**src/rtl/asp_pkg.sv**
```systemverilog
package asp_pkg;
  typedef enum logic [1:0] {LAY_I2S, LAY_MSB, LAY_LSB} in_layout_e;

  function automatic in_layout_e in_layout(input logic [2:0] fmt);
    if (fmt == 3'b000) return LAY_I2S;
    if (fmt == 3'b100) return LAY_MSB;
    return LAY_LSB;
  endfunction

  function automatic int lsb_len(input logic [2:0] fmt);
    case (fmt[1:0])
      2'b01:   return 16;
      2'b10:   return 18;
      default: return 20;
    endcase
  endfunction

  function automatic logic out_i2s(input logic [2:0] fmt);
    return fmt == 3'b000;
  endfunction
endpackage

```
**src/rtl/asp_sync.sv**
```systemverilog
module asp_sync #(
  parameter int STAGES = 2
) (
  input  logic clk_i,
  input  logic rst_ni,
  input  logic sck_i,
  input  logic ws_i,
  input  logic sd_i,
  output logic ws_o,
  output logic sd_o,
  output logic rise_o,
  output logic fall_o
);
  logic [2:0] stg [STAGES];
  logic       sck_q;

  always_ff @(posedge clk_i or negedge rst_ni) begin
    if (!rst_ni) begin
      for (int i = 0; i < STAGES; i++) stg[i] <= '0;
      sck_q <= 1'b0;
    end else begin
      stg[0] <= {sck_i, ws_i, sd_i};
      for (int i = 1; i < STAGES; i++) stg[i] <= stg[i-1];
      sck_q <= stg[STAGES-1][2];
    end
  end

  assign rise_o = stg[STAGES-1][2] & ~sck_q;
  assign fall_o = ~stg[STAGES-1][2] & sck_q;
  assign ws_o   = stg[STAGES-1][1];
  assign sd_o   = stg[STAGES-1][0];
endmodule

```
**src/rtl/asp_rx.sv**
```systemverilog
module asp_rx #(
  parameter int SW       = 20,
  parameter int MAX_BITS = 64
) (
  input  logic          clk_i,
  input  logic          rst_ni,
  input  logic          rise_i,
  input  logic          ws_i,
  input  logic          sd_i,
  input  logic [2:0]    fmt_i,
  output logic [SW-1:0] left_o,
  output logic [SW-1:0] right_o,
  output logic          valid_o
);
  import asp_pkg::*;
  localparam int CW = $clog2(MAX_BITS + 1);
  localparam int IW = $clog2(SW);
  localparam logic [CW-1:0] SW_C = CW'(SW);

  logic          ws_d1, ws_eff_q, ws_eff, bnd, started, left_ok;
  logic [CW-1:0] cnt;
  logic [SW-1:0] msb_sr, lsb_sr, left_q;
  logic [SW-1:0] word_msb, word_lsb, word;
  logic [IW-1:0] n_lsb, sgn_idx;
  in_layout_e    lay;

  assign lay    = in_layout(fmt_i);
  // I2S is MSB-justified with word select seen one bit late
  assign ws_eff = (lay == LAY_I2S) ? ws_d1 : ws_i;
  assign bnd    = ws_eff != ws_eff_q;
  assign n_lsb  = IW'(lsb_len(fmt_i));
  assign sgn_idx = n_lsb - 1'b1;

  always_comb begin
    word_msb = msb_sr;
    if (cnt < SW_C) word_msb = msb_sr << (SW_C - cnt);
    for (int i = 0; i < SW; i++)
      word_lsb[i] = (IW'(i) < n_lsb) ? lsb_sr[i] : lsb_sr[sgn_idx];
    word = (lay == LAY_LSB) ? word_lsb : word_msb;
  end

  always_ff @(posedge clk_i or negedge rst_ni) begin
    if (!rst_ni) begin
      ws_d1    <= 1'b0;
      ws_eff_q <= 1'b0;
      cnt      <= '0;
      msb_sr   <= '0;
      lsb_sr   <= '0;
      left_q   <= '0;
      started  <= 1'b0;
      left_ok  <= 1'b0;
      left_o   <= '0;
      right_o  <= '0;
      valid_o  <= 1'b0;
    end else begin
      valid_o <= 1'b0;
      if (rise_i) begin
        ws_d1    <= ws_i;
        ws_eff_q <= ws_eff;
        lsb_sr   <= {lsb_sr[SW-2:0], sd_i};
        if (bnd) begin
          msb_sr <= {{(SW-1){1'b0}}, sd_i};
          cnt    <= CW'(1);
          if (!ws_eff_q) begin
            left_q  <= word;
            left_ok <= started;
          end else if (left_ok) begin
            left_o  <= left_q;
            right_o <= word;
            valid_o <= 1'b1;
            left_ok <= 1'b0;
          end
          if (!ws_eff) started <= 1'b1;
        end else begin
          if (cnt < SW_C) msb_sr <= {msb_sr[SW-2:0], sd_i};
          if (cnt != '1) cnt <= cnt + 1'b1;
        end
      end
    end
  end
endmodule

```
**src/rtl/asp_tx.sv**
```systemverilog
module asp_tx #(
  parameter int SW = 20
) (
  input  logic          clk_i,
  input  logic          rst_ni,
  input  logic          fall_i,
  input  logic          ws_i,
  input  logic [2:0]    fmt_i,
  input  logic [SW-1:0] tx_left_i,
  input  logic [SW-1:0] tx_right_i,
  output logic          sd_o
);
  import asp_pkg::*;

  logic          ws_q, armed, sd_q, arm_now;
  logic [SW-1:0] sr, right_q, load;

  assign arm_now = armed | ~ws_i;

  always_comb begin
    load = ws_i ? right_q : tx_left_i;
    if (!arm_now) load = '0;
  end

  always_ff @(posedge clk_i or negedge rst_ni) begin
    if (!rst_ni) begin
      ws_q    <= 1'b0;
      armed   <= 1'b0;
      sd_q    <= 1'b0;
      sr      <= '0;
      right_q <= '0;
    end else if (fall_i) begin
      ws_q <= ws_i;
      if (ws_i != ws_q) begin
        if (!ws_i) begin
          right_q <= tx_right_i;
          armed   <= 1'b1;
        end
        if (out_i2s(fmt_i)) begin
          sd_q <= 1'b0;
          sr   <= load;
        end else begin
          sd_q <= load[SW-1];
          sr   <= load << 1;
        end
      end else begin
        sd_q <= sr[SW-1];
        sr   <= sr << 1;
      end
    end
  end

  assign sd_o = sd_q;
endmodule

```
**src/rtl/audio_serial_port.sv**
```systemverilog
module audio_serial_port #(
  parameter int SW          = 20,
  parameter int MAX_BITS    = 64,
  parameter int SYNC_STAGES = 2
) (
  input  logic          clk_i,
  input  logic          rst_ni,
  input  logic [2:0]    fmt_i,
  input  logic          sck_i,
  input  logic          ws_i,
  input  logic          sd_i,
  output logic          sd_o,
  output logic [SW-1:0] rx_left_o,
  output logic [SW-1:0] rx_right_o,
  output logic          rx_valid_o,
  input  logic [SW-1:0] tx_left_i,
  input  logic [SW-1:0] tx_right_i
);
  logic ws_s, sd_s, sck_rise, sck_fall;

  asp_sync #(.STAGES(SYNC_STAGES)) u_sync (
    .clk_i(clk_i), .rst_ni(rst_ni), .sck_i(sck_i), .ws_i(ws_i), .sd_i(sd_i),
    .ws_o(ws_s), .sd_o(sd_s), .rise_o(sck_rise), .fall_o(sck_fall)
  );

  asp_rx #(.SW(SW), .MAX_BITS(MAX_BITS)) u_rx (
    .clk_i(clk_i), .rst_ni(rst_ni), .rise_i(sck_rise), .ws_i(ws_s),
    .sd_i(sd_s), .fmt_i(fmt_i), .left_o(rx_left_o), .right_o(rx_right_o),
    .valid_o(rx_valid_o)
  );

  asp_tx #(.SW(SW)) u_tx (
    .clk_i(clk_i), .rst_ni(rst_ni), .fall_i(sck_fall), .ws_i(ws_s),
    .fmt_i(fmt_i), .tx_left_i(tx_left_i), .tx_right_i(tx_right_i),
    .sd_o(sd_o)
  );
endmodule

```
**config.mk**
```make
export PLATFORM = sky130hd
export DESIGN_NAME = audio_serial_port
export DESIGN_NICKNAME = d
export VERILOG_FILES = /design/src/rtl/asp_pkg.sv /design/src/rtl/asp_sync.sv /design/src/rtl/asp_rx.sv /design/src/rtl/asp_tx.sv /design/src/rtl/audio_serial_port.sv
export SDC_FILE = /design/constraint.sdc
export NUM_CORES = 1
export LEC_CHECK = 0
export ABC_AREA = 1
export CAP_MARGIN = 5
export CORE_AREA = 2 2 194 101
export CTS_BUF_LIST = sky130_fd_sc_hd__clkbuf_16
export CTS_CLUSTER_SIZE = 20
export DETAILED_ROUTE_END_ITERATION = 8
export DIE_AREA = 0 0 196 103
export DONT_BUFFER_PORTS = 1
export SETUP_SLACK_MARGIN = 0.02
export SLEW_MARGIN = 20
export SYNTH_ARGS = -nofsm -noshare
export SYNTH_HDL_FRONTEND = slang
export SYNTH_SLANG_ARGS = --single-unit
```
**constraint.sdc**
```tcl
create_clock -name clk_i -period 2.7 [get_ports clk_i]
set_input_delay 0.54 -clock clk_i [delete_from_list [all_inputs] [get_ports clk_i]]
set_output_delay 0.54 -clock clk_i [all_outputs]
set_load 0.01 [all_outputs]
```
-- Yosys cells after proc, flatten, opt, wreduce, memory -nomap -nowiden
Index checks and enable logic that the tools add are counted.
- add/subtract/negate cells: 3
- $lt $le $gt $ge: 22
- eq/ne operators: 7
- shifts and indexed selects: 1
- muxes and demuxes: 48
- bitwise gates (word level): 8
- reductions and logical operators: 11
- operators by type and width (kind ; count):
    $mux 20 ; 8
    $lt 4x5->1 const A ; 8
    $mux 1 ; 32
    $lt 3x5->1 const A ; 4
    $lt 5x5->1 const A ; 4
    $shl 20x7->20 ; 1
    $mux 7 ; 2
    $lt 1x5->1 const A ; 2
    $lt 2x5->1 const A ; 2
    $reduce_and 3->1 ; 3
    $mux 2 ; 4
    $add 7x1->7 const B ; 1
    $lt 7x5->1 const B ; 1
    $ne 7x7->1 const B ; 1
    $sub 5x7->7 const A ; 1
    $lt 5x6->1 const B ; 1
    $pmux 3 s2 ; 1
    $reduce_and 2->1 ; 3
    $bmux 1 s5 ; 1
    $not 1->1 ; 5
    $sub 5x1->5 const B ; 1
    $eq 2x2->1 const B ; 2
    $reduce_and 4->1 ; 1
    $reduce_bool 2->1 ; 2
    other kinds (7) ; 9
- flip-flop bits (word level): 162
- bits of input ports: 48
- output and inout port bits: 42
- word-level logic and storage cells: 119

-- Longest topological paths before layout
- depth in word-level cells: 10
- depth in mapped cells: 21
- mapped depth without buffers: 18

-- Modules after synthesis
Synthesis repeated with hierarchy kept, for this count alone.
- cells, all modules: 1122
- area total of the unflattened synthesis: 8739.6 um^2
- by module, submodules not included (module ; times used ; cells an instance ; area an instance (um^2) ; seq. area each (um^2)):
    asp_rx ; 1 ; 771 ; 5929.4 ; 2802.7
    asp_tx ; 1 ; 340 ; 2620.0 ; 1076.0
    asp_sync ; 1 ; 11 ; 190.2 ; 175.2

-- Worst setup path before layout
OpenSTA, ideal clock, no wires.
- path type: in2reg
- start point: input port fmt_i[1]
- end point: register u_rx.left_o[0]
- setup time: 65 ps
- arrival time: 2511 ps
- required time: 2635 ps
- slack: 124 ps
- cell stages on the path: 14
- path buffers: 2
- cell sequence: inv_1 ha_1 inv_1 nor2_1 inv_1 o21ai_0 ha_1 nor2_2 inv_2 nor3_2 buf_2 buf_2 nand2_1 nand2_1
- cells in the longest elaborated chain, start to end: 9
- elaborated cells between the ends (all ways): 12
- those cells by class: 2 x eq/ne; 7 x mux; 3 x reduce/logical
- ends and longest elaborated chain (what ; line ; RTL):
    from (decl) ; audio_serial_port.sv:8 ; input logic [2:0] fmt_i,
    $eq 3x3->1 ; asp_pkg.sv:6 ; if (fmt == 3'b100) return LAY_MSB;
    $mux 1 (2 in series) ; asp_pkg.sv:6 ;
    $mux 2 ; asp_pkg.sv:7 ; return LAY_LSB;
    $mux 2 (*) ; asp_pkg.sv:6 ;
    $logic_not 2->1 (*) ; asp_rx.sv:29 ; assign ws_eff = (lay == LAY_I2S) ? ws_d1 : ws_i;
    $mux 1 (*) ; asp_rx.sv:29 ;
    $ne 1x1->1 (*) ; asp_rx.sv:30 ; assign bnd = ws_eff != ws_eff_q;
    $reduce_and 4->1 (no source line) (*) ; n/a ;
    to (signal assigned) ; asp_rx.sv:68 ; left_o <= left_q;
    to (decl) ; asp_rx.sv:11 ; output logic [SW-1:0] left_o,
Mark *: on every way between the ends. The rest lies on a longest branch, timed or not. The select of a mux whose other input is x is not followed.
A chain may end at the register's enable or synchronous reset.

-- Final worst setup path
- start point: register u_rx.cnt[1]
- end point: register u_rx.left_q[3]
- cells in the longest elaborated chain, start to end: 4
- elaborated cells between the ends (all ways): 5
- those cells by class: 1 x add/sub; 1 x order compare; 1 x shift; 2 x mux
- ends and longest elaborated chain (what ; line ; RTL):
    from (decl) ; asp_rx.sv:21 ; logic [CW-1:0] cnt;
    from (signal assigned) ; asp_rx.sv:76 ; if (cnt != '1) cnt <= cnt + 1'b1;
    $sub 5x7->7 ; asp_rx.sv:36 ; if (cnt < SW_C) word_msb = msb_sr << (SW_C - cnt);
    $shl 20x7->20 ; asp_rx.sv:36 ;
    $mux 20 (*) ; asp_rx.sv:36 ;
    $mux 20 (*) ; asp_rx.sv:39 ; word = (lay == LAY_LSB) ? word_lsb : word_msb;
    to (signal assigned) ; asp_rx.sv:65 ; left_q <= word;
    to (decl) ; asp_rx.sv:22 ; logic [SW-1:0] msb_sr, lsb_sr, left_q;
Mark *: on every way between the ends. The rest lies on a longest branch, timed or not.

==> impl_metrics.csv <==
group,metric,value,unit
yosys,synth_area_leader_cell,"dfrtp_1",
yosys,ys_ff_latch,162,
placement,io_buffers,0,
yosys,avgSynthCellArea,8.17,um2
run_status,violations,"hold timing",
sta,min_period_over_period,0.958,
yosys,synth_top_area_frac,0.495,
die,start_util,0.437,
global_route,antenna_found_initial,0,
yosys,yosysSeqAreaShare,0.495,
global_route,overflow,0,
critical_path,worst_ep_required_time,3.05,ns
die,row_count,36,
placement,dp_hpwl,16.7,mm
finish,nNetsFinal,1053,
drt,via_per_inst,5.59,
sta,worst_slack,0.113,ns
drt,vias,7032,
sta,holdWs,-0.192,ns
drt,routed_wl,23.3,mm
min_path,hp-class,"in -> async",
pwr,p_leak,4.24,nW
drt,drc_errors,0,
placement,dp_slack,0.0461,ns
sta,rsz0062_at_grt,"false",
die,core_area,18700,um2
cts,clock-sinks,162,
cts,cts_buffer_depth,2,
die,fp.dieW,196,um
cts,clock-root-buffer,"clkbuf_16",
drt,postRouteAntennaNets,0,
cts,insertion_delay,0.43,ns
sta,final.setup.tns,0,ns
drt,drt_first_pass_iters,5,
sta,worstMarginPinSlew,0.573,ns
sta,setup-violations-final,0,
cts,post_cts_buffers,0,
finish,diodes,0,
finish,drive_above_1_share,0.110,
critical_path,cp.arrival,2.94,ns
die,dieArea,20200,um2
yosys,synth_nets,1058,
sta,fin_worst_skew,0.0145,ns
global_route,grt_start_max_net_pins,163,
drt,wl_per_cell,18.5,um
sta,finalMaxSlewViolations,0,
global_route,grt_pass1_wl,35.9,mm
cts,cts-buffers-inserted,17,
yosys,postSynthCellCount,1002,
cts,cts_htree_levels,4,
finish,final_util,0.485,
sta,final_hold_viol_count,162,
global_route,grt_util_all_layers,0.236,
pwr,power.density,903,nW/um2
critical_path,path_max_fanout,18,
global_route,grt_pass1_vias,6004,
die,io_pins,90,
critical_path,setup.worst_path.start_class,"flop",
sta,max-slew-margin-rel,0.616,
placement,gp_congestion,0.930,
yosys,yosys_warnings,0,
run,drv_cap,0,
cts,cts_tree,"done",
critical_path,critPathCaptureType,"flop",
yosys,ys_top_cells_by_area,"dfrtp_1 (50%), nand2_1 (12%), nand3_1 (8.4%), inv_1 (4.0%), o21ai_0 (3.4%)",
yosys,synth_area,8190,um2
finish,areaGrowthSynthToFinish,11.0,%
pwr,power,8.21,mW
sta,fmax,387,MHz
sta,layout_min_cycle_time,2.59,ns
drt,drt_iter0_drc,768,
yosys,ys_types,42,
critical_path,critical_path_class,"reg -> reg",
pwr,vdd_ir_drop_max,455,uV
die,die_height,103,um
run_status,status,"finished, violations left",
cts,clk_pin_slew_worst_paths,0.07,ns
-- sequential cells by signal, summed over array words and instances, names as in the netlist, 4 cells and up --
register      flops
u_rx.left_o      20
u_rx.right_o     20
u_rx.left_q      20
u_rx.cnt          7
u_rx.lsb_sr      20
u_tx.right_q     20
u_rx.msb_sr      20
u_tx.sr          20
u_sync.stg        4
-- stage by stage --
stage / cells / cell area [um2]
floorplan: 1002 / 8190
global placement: 1225 / 8530
detailed placement: 1225 / 8530
CTS: 1257 / 9060
global route: 1257 / 9090
finish: 1257 / 9090
-- layout by cell type (no fill, tap or decap), types with 10 or more instances in the layout --
cell type	n
a22oi_1	11
buf_4	27
o22ai_1	19
mux2_2	14
nor2_1	44
o21ai_1	15
a31oi_1	17
inv_1	89
a21oi_1	48
nand2_1	247
nand3_1	135
nand4_1	14
a22o_1	10
o21ai_0	54
o211ai_1	10
dfrtp_1	162
clkbuf_16	17
-- cells in the mapped netlist --
cell type    n
nand2_1    251
nand3_2      2
nor2_4       3
buf_4        1
nand2_4      4
o221ai_1     1
ha_1         8
mux2_2      14
o31ai_2      1
clkinv_1     1
nand4_1     14
o31ai_1      1
a221oi_1     1
nor2_1      44
dfrtp_1    162
buf_1        2
nor3_2       1
o211ai_1    10
o21ai_1     14
a32oi_1      1
nand2_2      2
inv_1       88
a211oi_1     1
nand3_1    137
a21o_1       1
a21oi_1     48
o21ai_0     55
a22o_1      10
inv_2        8
o21ai_2      1
nor3_1       3
buf_6        2
a22oi_1     11
o22ai_1     19
a31oi_1     17
nand3_4      2
clkbuf_1    35
or2_2        2
nor2_2       4
o2bb2ai_1    5
buf_2       14
a211oi_2     1
-- critical path, stage by stage (launching register included) --
cell	delay (ns)
dfrtp_1	0.41
inv_1	0.09
ha_2	0.34
clkinv_1	0.46
nand3_1	0.31
nand3_1	0.20
o31ai_2	0.40
nand3_1	0.19
o21ai_1	0.12
-- path summary, 6_finish.rpt --
path	depth (start not counted)	slack, ns	start	endpoint
max	8	0.11	u_rx.cnt[1]$_DFFE_PN0P_	u_rx.left_q[3]$_DFFE_PN0P_
min	0	-0.19	rst_ni	u_rx.left_o[15]$_DFFE_PN0P_
max reg2reg	8	0.11	u_rx.cnt[1]$_DFFE_PN0P_	u_rx.left_q[3]$_DFFE_PN0P_
min reg2reg	0	0.35	u_sync.stg[3]$_DFF_PN0_	u_sync.sd_o$_DFF_PN0_
max in group asynchronous	0	2.62	rst_ni	u_sync.sd_o$_DFF_PN0_
min in group clk_i	0	0.14	sd_i	u_sync.stg[3]$_DFF_PN0_
-- where the power goes --
group          switching, mW  leakage [nW]  internal, mW  total, mW
Clock                   1.06         0.250          1.18       2.24
Sequential             0.559          2.02          3.03       3.59
Combinational           1.56          1.97         0.824       2.38
Total                   3.17          4.24          5.03       8.21
-- cell type report --
cell class	count	area [um2]
clock buffers	17	425
clock inverters	15	109
fillers	1840	9650
inverters	97	369
multi-input cells	689	3560
flip-flops and latches	162	4050
well taps	247	309
repair buffers	30	263
-- cell families (layout without fill, tap and decap cells) --
family,count (synthesis),count (layout),share of synthesized area
AO/OA/AOI/OAI,198,198,0.144
AND/OR/NAND/NOR,469,469,0.255
multiplexers,14,14,0.0193
adder cells (fa/ha/maj),8,8,0.0122
buffers and inverters,151,159,0.0737
flip-flops,162,162,0.495
-- per-layer routing --
metal  track usage  part of all wire  vias to the layer above
met2         0.256              0.33                      298
met3        0.0671              0.11                       28
li1              -                 -                     3374
met1         0.414              0.55                     3332
met5             0                 0                        -
met4        0.0571            0.0087                        0
-- what timing repair did --
action | CTS | global route
endpoints found under the setup margin | 0 | 29
resized for setup | 0 | 11
hold endpoints to repair | 162 | 162
Note: power is estimated with default switching activity, not from simulation.
